===== src/rtl/rhp_pkg.sv =====
package rhp_pkg;
  localparam int BYTE_W = 8;
  localparam logic [BYTE_W-1:0] MARK_RET = 8'hFE;
  localparam logic [BYTE_W-1:0] MARK_END = 8'hFF;

  typedef enum logic [2:0] {
    ST_FWD,
    ST_RET,
    ST_TYP,
    ST_PAY,
    ST_DRAIN,
    ST_DROP
  } rhp_state_e;
endpackage


===== src/rtl/rhp_path_store.sv =====
module rhp_path_store #(
  parameter int DEPTH = 8,
  localparam int IDX_W = $clog2(DEPTH)
) (
  input  logic             clk,
  input  logic             rst,
  input  logic             wr_en,
  input  logic [IDX_W-1:0] wr_idx,
  input  logic [7:0]       wr_data,
  input  logic [IDX_W-1:0] rd_idx,
  output logic [7:0]       rd_data
);
  logic [7:0] slot [DEPTH];

  for (genvar g = 0; g < DEPTH; g++) begin : g_slot
    always_ff @(posedge clk) begin
      if (rst) slot[g] <= '0;
      else if (wr_en && wr_idx == IDX_W'(g)) slot[g] <= wr_data;
    end
  end

  assign rd_data = slot[rd_idx];


  wr_in_range_chk: assert property (@(posedge clk) disable iff (rst)
    wr_en |-> (int'(wr_idx) < DEPTH));
endmodule


===== src/rtl/rhp_ctrl.sv =====
module rhp_ctrl
  import rhp_pkg::*;
#(
  parameter int DEPTH = 8,
  localparam int CNT_W = $clog2(DEPTH + 1)
) (
  input  logic             clk,
  input  logic             rst,
  input  logic [7:0]       s_tdata,
  input  logic             s_tvalid,
  input  logic             s_tlast,
  output logic             s_tready,
  output logic             pay_valid,
  input  logic             pay_ready,
  input  logic             out_busy,
  input  logic             out_done,
  output logic             fwd_we,
  output logic             ret_we,
  output logic [CNT_W-1:0] fwd_cnt,
  output logic [CNT_W-1:0] ret_cnt,
  output logic             hdr_valid,
  output logic [7:0]       hdr_type,
  output logic             err
);
  rhp_state_e state, nxt;
  logic s_fire, is_entry, fwd_full, ret_full, err_now, drain_exit;

  assign s_fire   = s_tvalid && s_tready;
  assign is_entry = s_tdata < MARK_RET;
  assign fwd_full = fwd_cnt == CNT_W'(DEPTH);
  assign ret_full = ret_cnt == CNT_W'(DEPTH);
  assign drain_exit = (state == ST_DRAIN) && (!out_busy || out_done);

  always_comb begin
    case (state)
      ST_PAY:   s_tready = pay_ready;
      ST_DRAIN: s_tready = 1'b0;
      default:  s_tready = 1'b1;
    endcase
  end

  assign pay_valid = (state == ST_PAY) && s_tvalid;
  assign fwd_we = s_fire && (state == ST_FWD) && is_entry && !fwd_full;
  assign ret_we = s_fire && (state == ST_RET) && is_entry && !ret_full;

  always_comb begin
    nxt = state;
    err_now = 1'b0;
    case (state)
      ST_FWD: if (s_fire) begin
        if (is_entry) err_now = fwd_full || s_tlast;
        else if (s_tlast) err_now = 1'b1;
        else if (s_tdata == MARK_RET) nxt = ST_RET;
        else nxt = ST_TYP;
      end
      ST_RET: if (s_fire) begin
        if (is_entry) err_now = ret_full || s_tlast;
        else if (s_tlast || s_tdata == MARK_RET) err_now = 1'b1;
        else nxt = ST_TYP;
      end
      ST_TYP:   if (s_fire) nxt = s_tlast ? ST_DRAIN : ST_PAY;
      ST_PAY:   if (s_fire && s_tlast) nxt = ST_DRAIN;
      ST_DRAIN: if (drain_exit) nxt = ST_FWD;
      ST_DROP:  if (s_fire && s_tlast) nxt = ST_FWD;
      default:  nxt = ST_FWD;
    endcase
    if (err_now) nxt = s_tlast ? ST_FWD : ST_DROP;
  end

  always_ff @(posedge clk) begin
    if (rst) begin
      state     <= ST_FWD;
      err       <= 1'b0;
      fwd_cnt   <= '0;
      ret_cnt   <= '0;
      hdr_valid <= 1'b0;
      hdr_type  <= '0;
    end else begin
      state <= nxt;
      err   <= err_now;
      if (err_now || drain_exit) begin
        fwd_cnt <= '0;
        ret_cnt <= '0;
      end else begin
        if (fwd_we) fwd_cnt <= fwd_cnt + 1'b1;
        if (ret_we) ret_cnt <= ret_cnt + 1'b1;
      end
      if (state == ST_TYP && s_fire) begin
        hdr_valid <= 1'b1;
        hdr_type  <= s_tdata;
      end else if (drain_exit) begin
        hdr_valid <= 1'b0;
      end
    end
  end


  hdr_hold_chk: assert property (@(posedge clk) disable iff (rst)
    hdr_valid |=> !hdr_valid ||
      ($stable(hdr_type) && $stable(fwd_cnt) && $stable(ret_cnt)));

  cnt_bound_chk: assert property (@(posedge clk) disable iff (rst)
    (fwd_cnt <= CNT_W'(DEPTH)) && (ret_cnt <= CNT_W'(DEPTH)));

  err_no_hdr_chk: assert property (@(posedge clk) disable iff (rst)
    err |-> !hdr_valid);
endmodule


===== src/rtl/rhp_out_reg.sv =====
module rhp_out_reg (
  input  logic       clk,
  input  logic       rst,
  input  logic [7:0] in_data,
  input  logic       in_valid,
  input  logic       in_last,
  output logic       in_ready,
  output logic [7:0] m_tdata,
  output logic       m_tvalid,
  output logic       m_tlast,
  input  logic       m_tready
);
  assign in_ready = !m_tvalid || m_tready;

  always_ff @(posedge clk) begin
    if (rst) begin
      m_tvalid <= 1'b0;
      m_tdata  <= '0;
      m_tlast  <= 1'b0;
    end else if (in_ready) begin
      m_tvalid <= in_valid;
      m_tdata  <= in_data;
      m_tlast  <= in_last;
    end
  end


  out_hold_chk: assert property (@(posedge clk) disable iff (rst)
    (m_tvalid && !m_tready) |=> (m_tvalid && $stable(m_tdata) && $stable(m_tlast)));
endmodule


===== src/rtl/route_hdr_parser.sv =====
module route_hdr_parser #(
  parameter int PATH_DEPTH = 8,
  localparam int CNT_W = $clog2(PATH_DEPTH + 1),
  localparam int IDX_W = $clog2(PATH_DEPTH)
) (
  input  logic             clk,
  input  logic             rst,
  input  logic [7:0]       s_tdata,
  input  logic             s_tvalid,
  input  logic             s_tlast,
  output logic             s_tready,
  output logic [7:0]       m_tdata,
  output logic             m_tvalid,
  output logic             m_tlast,
  input  logic             m_tready,
  output logic             hdr_valid,
  output logic [7:0]       hdr_type,
  output logic [CNT_W-1:0] fwd_cnt,
  output logic [CNT_W-1:0] ret_cnt,
  input  logic [IDX_W-1:0] fwd_rd_idx,
  output logic [7:0]       fwd_rd_data,
  input  logic [IDX_W-1:0] ret_rd_idx,
  output logic [7:0]       ret_rd_data,
  output logic             err
);
  logic pay_valid, pay_ready, out_done, fwd_we, ret_we;

  assign out_done = m_tvalid && m_tready && m_tlast;

  rhp_ctrl #(.DEPTH(PATH_DEPTH)) u_ctrl (
    .clk(clk), .rst(rst),
    .s_tdata(s_tdata), .s_tvalid(s_tvalid), .s_tlast(s_tlast), .s_tready(s_tready),
    .pay_valid(pay_valid), .pay_ready(pay_ready),
    .out_busy(m_tvalid), .out_done(out_done),
    .fwd_we(fwd_we), .ret_we(ret_we),
    .fwd_cnt(fwd_cnt), .ret_cnt(ret_cnt),
    .hdr_valid(hdr_valid), .hdr_type(hdr_type), .err(err)
  );

  rhp_path_store #(.DEPTH(PATH_DEPTH)) u_fwd (
    .clk(clk), .rst(rst), .wr_en(fwd_we), .wr_idx(fwd_cnt[IDX_W-1:0]),
    .wr_data(s_tdata), .rd_idx(fwd_rd_idx), .rd_data(fwd_rd_data)
  );

  rhp_path_store #(.DEPTH(PATH_DEPTH)) u_ret (
    .clk(clk), .rst(rst), .wr_en(ret_we), .wr_idx(ret_cnt[IDX_W-1:0]),
    .wr_data(s_tdata), .rd_idx(ret_rd_idx), .rd_data(ret_rd_data)
  );

  rhp_out_reg u_out (
    .clk(clk), .rst(rst),
    .in_data(s_tdata), .in_valid(pay_valid), .in_last(s_tlast), .in_ready(pay_ready),
    .m_tdata(m_tdata), .m_tvalid(m_tvalid), .m_tlast(m_tlast), .m_tready(m_tready)
  );


  pay_in_frame_chk: assert property (@(posedge clk) disable iff (rst)
    m_tvalid |-> hdr_valid);
endmodule


===== config.mk =====
export PLATFORM = sky130hd
export DESIGN_NAME = route_hdr_parser
export DESIGN_NICKNAME = d
export VERILOG_FILES = /design/src/rtl/rhp_pkg.sv /design/src/rtl/rhp_path_store.sv /design/src/rtl/rhp_ctrl.sv /design/src/rtl/rhp_out_reg.sv /design/src/rtl/route_hdr_parser.sv
export SDC_FILE = /design/constraint.sdc
export NUM_CORES = 1
export LEC_CHECK = 0
export BUFFER_PORTS_ARGS = -buffer_cell sky130_fd_sc_hd__buf_4
export CAP_MARGIN = 25
export CORE_MARGIN = 1.5
export CORE_UTILIZATION = 55
export DETAILED_ROUTE_END_ITERATION = 8
export PLACE_DENSITY = 0.77
export REMOVE_ABC_BUFFERS = 1
export SLEW_MARGIN = 20
export SYNTH_ARGS = -nofsm -noshare
export SYNTH_HDL_FRONTEND = slang
export SYNTH_SLANG_ARGS = --single-unit

===== constraint.sdc =====
create_clock -name clk -period 3.65 [get_ports clk]
set_clock_uncertainty 0.05 [all_clocks]
set_input_delay 0.9125 -clock clk [delete_from_list [all_inputs] [get_ports clk]]
set_output_delay 0.9125 -clock clk [all_outputs]
set_load 0.02 [all_outputs]

Word level (Yosys, flattened, before mapping)
Memory sizes are Yosys's and may differ from the RTL's.
Index checks and enable logic that the tools add are counted.
{ "totals": {"register_bits": 31, "elab_cells": 197, "mem_bits_ro": 0, "inputBits": 19, "latchBits": 0, "mem_count": 2, "out_inout_bits": 45, "ram_bits": 128} }
{ "classes": {"shifts": 0, "div": 0, "n_addsub": 2, "n_eq_ne": 32, "order_cmp": 1, "n_mul": 0, "muxes": 91, "reduce_logical": 44, "bitwise_logic": 16} }
{ "mem_list": {"columns": ["name", "depth", "width", "read_ports", "rd_clocked_by_memory_dff", "write_ports", "line", "rtl"], "rows": [
  ["u_fwd.slot", 8, 8, 1, 0, 8, "rhp_path_store.sv:13", "logic [7:0] slot [DEPTH];"],
  ["u_ret.slot", 8, 8, 1, 0, 8, "rhp_path_store.sv:13", null]
]} }
{ "ops": {"columns": ["operator", "n"], "rows": [
  ["2-to-1 mux 8 bit", 16],
  ["2-to-1 mux 1 bit", 58],
  ["2-to-1 mux 3 bit", 13],
  ["equality test 3 bit, second input constant", 10],
  ["logical AND 1 bit", 29],
  ["equality test 3 x 2 -> 1 bit, second input constant", 6],
  ["case mux 3 bit (6 select lines)", 1],
  ["OR 1 bit", 16],
  ["!= test 3 x 1 -> 1 bit, second input constant", 5],
  ["AND reduction 10 bit", 1],
  ["equality test 3 x 1 -> 1 bit, second input constant", 3],
  ["logical NOT 3 bit", 3],
  ["!= test 3 x 2 -> 1 bit, second input constant", 3],
  ["adder 4 x 1 -> 4 bit, second input constant", 2],
  ["equality test 4 bit, second input constant", 2],
  ["equality test 8 bit, second input constant", 1],
  ["< comparator 8 bit, second input constant", 1],
  ["logical OR 1 bit", 6],
  ["!= test 3 bit, second input constant", 2],
  ["case mux 1 bit (2 select lines)", 2],
  ["logical NOT 1 bit", 3],
  ["2-to-1 mux 2 bit", 1],
  ["nonzero test 2 bit", 1],
  ["OR reduction 2 bit", 1]
]} }

Longest topological paths before layout
Gate-level depths: netlist of run 1.
{ "depth": {"ltp_word": 12, "depth_mapped": 8, "depth_no_buf": 7} }

Modules after synthesis
From an unflattened synthesis of run 1, not the netlist that was laid out.
{ "unflattened": {"hier_cells": 581, "area_unflattened_um2": 7583.5} }
{ "modules_own_cells": {"columns": ["mod", "area_each_um2", "cells_per_inst", "seq_area_each_um2", "n_inst"], "rows": [
  ["rhp_path_store", 2987.9, 195, 1921.8, 2],
  ["rhp_ctrl", 1163.6, 147, 420.4, 1],
  ["rhp_out_reg", 437.9, 43, 200.2, 1],
  ["route_hdr_parser", 6.3, 1, 0.0, 1]
]} }

Worst setup path after synthesis of run 1
No wires, ideal clock.
{ "synth_path": {"kind": "input-to-output", "from": "in fwd_rd_idx[0]", "to": "out fwd_rd_data[0]", "t_required_ps": 2688, "path_slack_ps": 410, "path_buffers": 2, "stages": 4, "arrival_time_ps": 2277, "cell_sequence": "buf_2 buf_2 mux4_2 mux2_2"} }
{ "synth_via": {"elab_chain_len": 1} }
{ "synth_rtl": {"columns": ["item", "line", "rtl"], "rows": [
  ["start: declaration", "route_hdr_parser.sv:20", "input logic [IDX_W-1:0] fwd_rd_idx,"],
  ["memory read (8 x 8 bit)", null, null],
  ["end: declaration", "route_hdr_parser.sv:21", "output logic [7:0] fwd_rd_data,"]
]} }
No other way between the ends.

Worst setup path in the final report of run 1
{ "layout_path": {"from": "in fwd_rd_idx[0]", "to": "out fwd_rd_data[5]"} }
The elaborated chain is that of the path after synthesis.

==> flow_metrics.env, run 1 <==
export IMPL_status="completed"
export IMPL_dp_hpwl_mm=11.51
export IMPL_grtUsageMet1=0.3297
export IMPL_ant_nets=0
export IMPL_leakage_nw=3.446
export IMPL_post_cts_resized=0
export IMPL_setup_tns_ns=0
export IMPL_yosysSeqAreaShare=0.5850
export IMPL_rows=42
export IMPL_antenna_found_initial=0
export IMPL_clkLatencyLatePin_ns=0.42
export IMPL_cp_start_kind="input port"
export IMPL_worstHoldEndpoint="u_out.m_tdata[3]"
export IMPL_r2r_start="u_ctrl.fwd_cnt[0]"
export IMPL_fp_dieW_um=120.8
export IMPL_place_congestion=0.8640
export IMPL_die_area_mm2=0.01459
export IMPL_port_buffer_count=63
export IMPL_worst_pin_slew_ns=0.8107
export IMPL_hold_viol_final=0
export IMPL_area_growth_pct=14.20
export IMPL_wl_per_cell_um=20.91
export IMPL_met3_usage=0.06321
export IMPL_ys_warn_count=0
export IMPL_ys_flop_type="edfxtp_1"
export IMPL_r2r_end="u_fwd.slot[6][4]"
export IMPL_synthArstFlopShare=0
export IMPL_finalSetupViolCount=0
export IMPL_ir_worst_vdd_mv=0.2858
export IMPL_cts_tree="yes"
export IMPL_drive_above_1_share=0.2803
export IMPL_drtIter0Drc=614
export IMPL_final_cells=811
export IMPL_clkTransAtPathRegs_ns=0.06
export IMPL_cellPowerDensity_mw_per_mm2=495.4
export IMPL_ios=64
export IMPL_postCtsSetupBuffers=0
export IMPL_slew_viol_final=0
export IMPL_period_needed_ns=3.198
export IMPL_max_cap_viol_count=0
export IMPL_path_max_fanout=16
export IMPL_core_region_area_mm2=0.01340
export IMPL_r2r_slack_ns=0.68
export IMPL_period_share=0.8762
export IMPL_cts_sinks=159
export IMPL_cp_required_ns=2.69
export IMPL_avgViaCountPerCell=5.942
export IMPL_rsz0062_at_grt="no"
export IMPL_final_common_cell="edfxtp_1"
export IMPL_root_buffer="clkbuf_16"
export IMPL_crit_type="input port to output port"
export IMPL_initial_utilization=0.5695
export IMPL_crit_arrival_ns=2.24
export IMPL_mostFrequentLayoutCells="128 x edfxtp_1, 84 x and2_1, 72 x buf_4, 55 x nand2_1, 42 x and3_1"
export IMPL_syn_mean_instance_area_um2=13.23
export IMPL_met2_usage=0.3935
export IMPL_die_y_um=120.8
export IMPL_drt_pass1_iter_count=5
export IMPL_htree_levels=4
export IMPL_grt_usage=0.2488
export IMPL_slew_headroom=0.4559
export IMPL_grt_pass1_vias=4802
export IMPL_route_detailed_drc=0
export IMPL_cts_buffers=17
export IMPL_synth_edf_count=128
export IMPL_layout_nets=653
export IMPL_worstHoldStart="u_out.m_tdata[3]"
export IMPL_synth_area_mm2=0.007631
export IMPL_hold_class="flop to flop"
export IMPL_grt_busiest_layer="met2"
export IMPL_whs_path_depth=2
export IMPL_fmax_ghz=0.3127
export IMPL_wl_mm=16.96
export IMPL_clock_path_buffers=2
export IMPL_end_kind="output port"
export IMPL_ys_ff_latch=159
export IMPL_grt_overflow_total=0
export IMPL_yosys_cell_types_count=58
export IMPL_grt_pass1_wl_mm=26.85
export IMPL_detailroute_via_count=4819
export IMPL_grt_max_degree=42
export IMPL_utilization=0.6503
export IMPL_antennaDiodeCount=0
export IMPL_rr_worst_depth=7
export IMPL_cts_hold_buf=0
export IMPL_synthCells=577
export IMPL_placedCellCount=779
export IMPL_power_mw=4.317
worst max path at each step:
stage	start	end	slack [ns]
final	fwd_rd_idx[0]	fwd_rd_data[5]	0.45
after global routing	fwd_rd_idx[0]	fwd_rd_data[0]	0.40
after CTS	fwd_rd_idx[0]	fwd_rd_data[5]	0.44
after detailed placement	fwd_rd_idx[0]	fwd_rd_data[5]	0.44
after global placement	fwd_rd_idx[0]	fwd_rd_data[4]	0.45
after floorplan	m_tready	s_tready	0.93
sequential cells by signal, indices dropped and copies added, names as in the netlist:
| name | count |
|---|---|
| u_ctrl.ret_cnt | 4 |
| u_ctrl.state | 3 |
| u_ctrl.fwd_cnt | 4 |
| u_ctrl.hdr_valid | 1 |
| u_out.m_tdata | 8 |
| u_fwd.slot | 64 |
| u_out.m_tvalid | 1 |
| u_ctrl.hdr_type | 8 |
| u_ret.slot | 64 |
| u_ctrl.err | 1 |
| u_out.m_tlast | 1 |
power by group:
part / internal, mW / total (mW) / switching, mW
sequential: 2.07 / 2.13 / 0.0632
clock: 0.930 / 1.62 / 0.692
combinational: 0.226 / 0.567 / 0.340
worst max-delay path: stages:
cell	delay (ns)
buf_4	0.29
mux4_2	0.59
mux2_2	0.28
buf_4	0.15
through the flow:
stage / setup WS, ns / instance area [um2] / hold slack, ns
CTS: 0.4360 / 8715 / 0.4157
finish: 0.4520 / 8715 / 0.4139
detailed placement: 0.4360 / 8180 / 0.4056
global route: 0.3975 / 8715 / 0.4363
global placement: 0.4519 / 8165 / 0.3945
floorplan: 0.9261 / 7405 / 0.4741
cell usage after synthesis, drive strengths merged, types with 3 or more instances:
master	n	area [um2]
edfxtp	128	3844
and2	84	525.5
nand2	57	229.0
and3	45	285.3
mux4	32	720.7
dfxtp	31	620.6
clkbuf	27	105.1
a21oi	23	118.9
buf	22	121.4
nor2	22	87.58
mux2	16	180.2
ha	12	150.1
nor3	10	110.1
inv	8	30.03
o21ai	8	40.03
nor4	6	37.54
nand3	4	20.02
nand4	4	31.28
a211oi	3	32.53
nand2b	3	18.77
xnor2	3	26.28
per-layer routing:
metal	vias to the layer above	part of all wire	wire, um
li1	2206	-	-
met1	2371	0.42	7085
met2	207	0.49	8287
met3	35	0.073	1237
met4	0	0.021	351
met5	-	0	0
area by class of cell:
cell class	instances	area, um2
Clock buffer	21	440.4
Clock inverter	11	93.84
Fill cell	973	4686
Inverter	9	33.78
Multi-Input combinational cell	360	2907
Sequential cell	159	4464
Tap cell	176	220.2
Timing Repair Buffer	75	555.5
logic make-up (layout without fill, tap and decap cells):
logic type,after synthesis,after routing,synth area share
simple gates,246,246,0.1881
flops,159,159,0.5850
buf+inv,58,116,0.03410
mux,50,50,0.1207
compound gates,47,47,0.04673
fa+ha+maj,12,12,0.01967
xor+xnor,5,5,0.005740
Power figures use the tool's default switching activity.
==> run 2, diff against run 1 <==
--- a/config.mk
+++ b/config.mk
@@ -5,6 +5,7 @@
 export SDC_FILE = /design/constraint.sdc
 export NUM_CORES = 1
 export LEC_CHECK = 0
+export ABC_AREA = 1
 export BUFFER_PORTS_ARGS = -buffer_cell sky130_fd_sc_hd__buf_4
 export CAP_MARGIN = 25
 export CORE_MARGIN = 1.5
==> run 2 against run 1 <==
Clock power grew 4%; largest cell class unchanged; hold slack gained 0.012 ns; via count grew 23%; utilization grew 0.18 points; clock-buffer cell count shrank 4; sequential share of layout area grew 0.67 points.
==> flow_metrics.env, run 2 <==
export IMPL_post_route_worst_setup_slack_ns=0.3753
export IMPL_finish_instance_area_mm2=0.008602
export IMPL_synth_edf_count=128
export IMPL_final_common_cell="nor2_1"
export IMPL_wl_mm=17.90
export IMPL_synthTopCellsByArea="edfxtp_1 52%, nor2_1 14%, dfxtp_1 8.4%"
export IMPL_end_kind="output port"
export IMPL_ios=64
export IMPL_rr_worst_depth=8
export IMPL_ys_warn_count=0
export IMPL_cp_start_kind="input port"
export IMPL_dp_hpwl_mm=12.07
export IMPL_worstHoldEndpoint="u_ctrl.hdr_valid"
export IMPL_postCtsSetupBuffers=0
export IMPL_r2r_end="u_fwd.slot[6][2]"
export IMPL_crit_type="input port to output port"
export IMPL_power_mw=4.667
export IMPL_worst_pin_slew_ns=0.8604
export IMPL_place_congestion=0.9911
export IMPL_clkLatencyLatePin_ns=0.42
export IMPL_slew_headroom=0.4229
export IMPL_area_growth_pct=16.58
export IMPL_fp_dieW_um=118.8
export IMPL_avgViaCountPerCell=5.776
export IMPL_path_max_fanout=17
export IMPL_layout_nets=865
export IMPL_clock_path_buffers=2
export IMPL_r2r_start="u_ctrl.fwd_cnt[0]"
export IMPL_max_cap_viol_count=0
export IMPL_hold_viol_final=0
export IMPL_cts_sinks=159
export IMPL_detailroute_via_count=5909
export IMPL_synth_top_area_share=0.5209
export IMPL_grt_max_degree=34
export IMPL_r2r_slack_ns=1.24
export IMPL_largestRegisters="u_fwd.slot (64), u_ret.slot (64)"
export IMPL_fmax_ghz=0.3054
export IMPL_cp_required_ns=2.69
export IMPL_slew_viol_final=0
export IMPL_core_region_area_mm2=0.01319
export IMPL_antennaDiodeCount=0
export IMPL_grt_pass1_wl_mm=27.95
export IMPL_ys_ff_latch=159
export IMPL_placedCellCount=991
export IMPL_htree_levels=4
export IMPL_mostFrequentLayoutCells="268 x nor2_1, 128 x edfxtp_1, 81 x o21ai_0, 73 x buf_4, 62 x nand2_1"
export IMPL_synthArstFlopShare=0
export IMPL_port_buffer_count=63
export IMPL_die_y_um=118.8
export IMPL_root_buffer="clkbuf_16"
export IMPL_antenna_found_initial=0
export IMPL_yosysSeqAreaShare=0.6051
export IMPL_route_detailed_drc=0
export IMPL_synthTopCellsByCount="268 x nor2_1, 128 x edfxtp_1, 81 x o21ai_0, 62 x nand2_1, 33 x a21oi_1"
export IMPL_rsz0062_at_grt="no"
export IMPL_initial_utilization=0.5594
export IMPL_crit_arrival_ns=2.31
export IMPL_cellPowerDensity_mw_per_mm2=542.6
export IMPL_pre_cts_ws_ns=0.4351
export IMPL_hold_class="flop to flop"
export IMPL_synth_area_mm2=0.007378
export IMPL_ant_nets=0
export IMPL_cts_tree="yes"
export IMPL_setup_tns_ns=0
export IMPL_period_needed_ns=3.275
export IMPL_grt_overflow_total=0
export IMPL_drtIter0Drc=621
export IMPL_grt_pass1_vias=5524
export IMPL_status="completed"
export IMPL_yosys_cell_types_count=31
export IMPL_syn_mean_instance_area_um2=9.533
export IMPL_clkTransAtPathRegs_ns=0.07
export IMPL_ys_flop_type="edfxtp_1"
export IMPL_place_area_mm2=0.008039
export IMPL_post_cts_resized=0
export IMPL_grt_usage=0.2591
export IMPL_fill_cells=988
export IMPL_whs_path_depth=2
export IMPL_leakage_nw=3.418
export IMPL_synth_most_common_cell="nor2_1"
export IMPL_synthCells=774
export IMPL_cts_buffers=17
export IMPL_synth_top_area_cell="edfxtp_1"
export IMPL_cts_hold_buf=0
export IMPL_drive_above_1_share=0.1594
export IMPL_die_area_mm2=0.01412
export IMPL_final_cells=1023
export IMPL_drt_pass1_iter_count=5
export IMPL_period_share=0.8972
export IMPL_finalSetupViolCount=0
export IMPL_ir_worst_vdd_mv=0.3169
export IMPL_rows=42
export IMPL_wl_per_cell_um=17.49
export IMPL_worstHoldStart="u_ctrl.hdr_valid"
[run 2: how the worst max path moves through the flow]
stage,from,to,slack (ns),cells after the start
detailed placement,fwd_rd_idx[0],fwd_rd_data[1],0.44,6
CTS,fwd_rd_idx[0],fwd_rd_data[1],0.43,6
floorplan,fwd_rd_idx[0],fwd_rd_data[0],0.71,5
finish,fwd_rd_idx[1],fwd_rd_data[0],0.38,7
global placement,fwd_rd_idx[1],fwd_rd_data[6],0.47,7
global route,fwd_rd_idx[1],fwd_rd_data[6],0.23,7
[run 2: final cells by class]
class / instances / area [um2] / share of cell area
Timing Repair Buffer: 74 / 568.0 / 0.06604
Sequential cell: 159 / 4464 / 0.5190
Inverter: 42 / 160.2 / 0.01862
Tap cell: 176 / 220.2 / 0.02560
Multi-Input combinational cell: 540 / 2626 / 0.3053
Clock inverter: 15 / 137.6 / 0.01600
Clock buffer: 17 / 425.4 / 0.04945
[run 2: kinds of logic (layout without fill, tap and decap cells)]
logic type / count (synthesis) / in the layout / share of synthesized area
fa+ha+maj: 12 / 12 / 0.02035
simple gates: 377 / 377 / 0.2266
buf+inv: 75 / 148 / 0.03900
xor+xnor: 1 / 1 / 0.001187
compound gates: 150 / 150 / 0.1079
flops: 159 / 159 / 0.6051
[run 2: through the flow]
step	hold slack, ns	utilization
after floorplan	0.4099	-
after global placement	0.4059	0.6095
after detailed placement	0.4145	0.6095
after CTS	0.4261	0.6522
after global routing	0.4506	0.6522
final	0.4257	0.6522
[run 2: power by group]
| group | switching, mW | total, mW | internal [mW] |
|---|---|---|---|
| Clock | 0.782 | 1.69 | 0.906 |
| Combinational | 0.567 | 0.821 | 0.254 |
| Sequential | 0.0648 | 2.16 | 2.09 |
[run 2: critical path, stage by stage]
cell	delay, ns
buf_4	0.18
inv_1	0.35
o21ai_0	0.20
o22ai_1	0.18
nor2_1	0.08
a31oi_1	0.22
buf_4	0.18
[run 2: per-layer routing]
| metal | GRT usage | wire length (um) |
|---|---|---|
| met1 | 0.3485 | 7238 |
| met3 | 0.05556 | 1632 |
| met5 | 0 | 0 |
| met2 | 0.4132 | 8576 |
| met4 | 0.1054 | 449 |
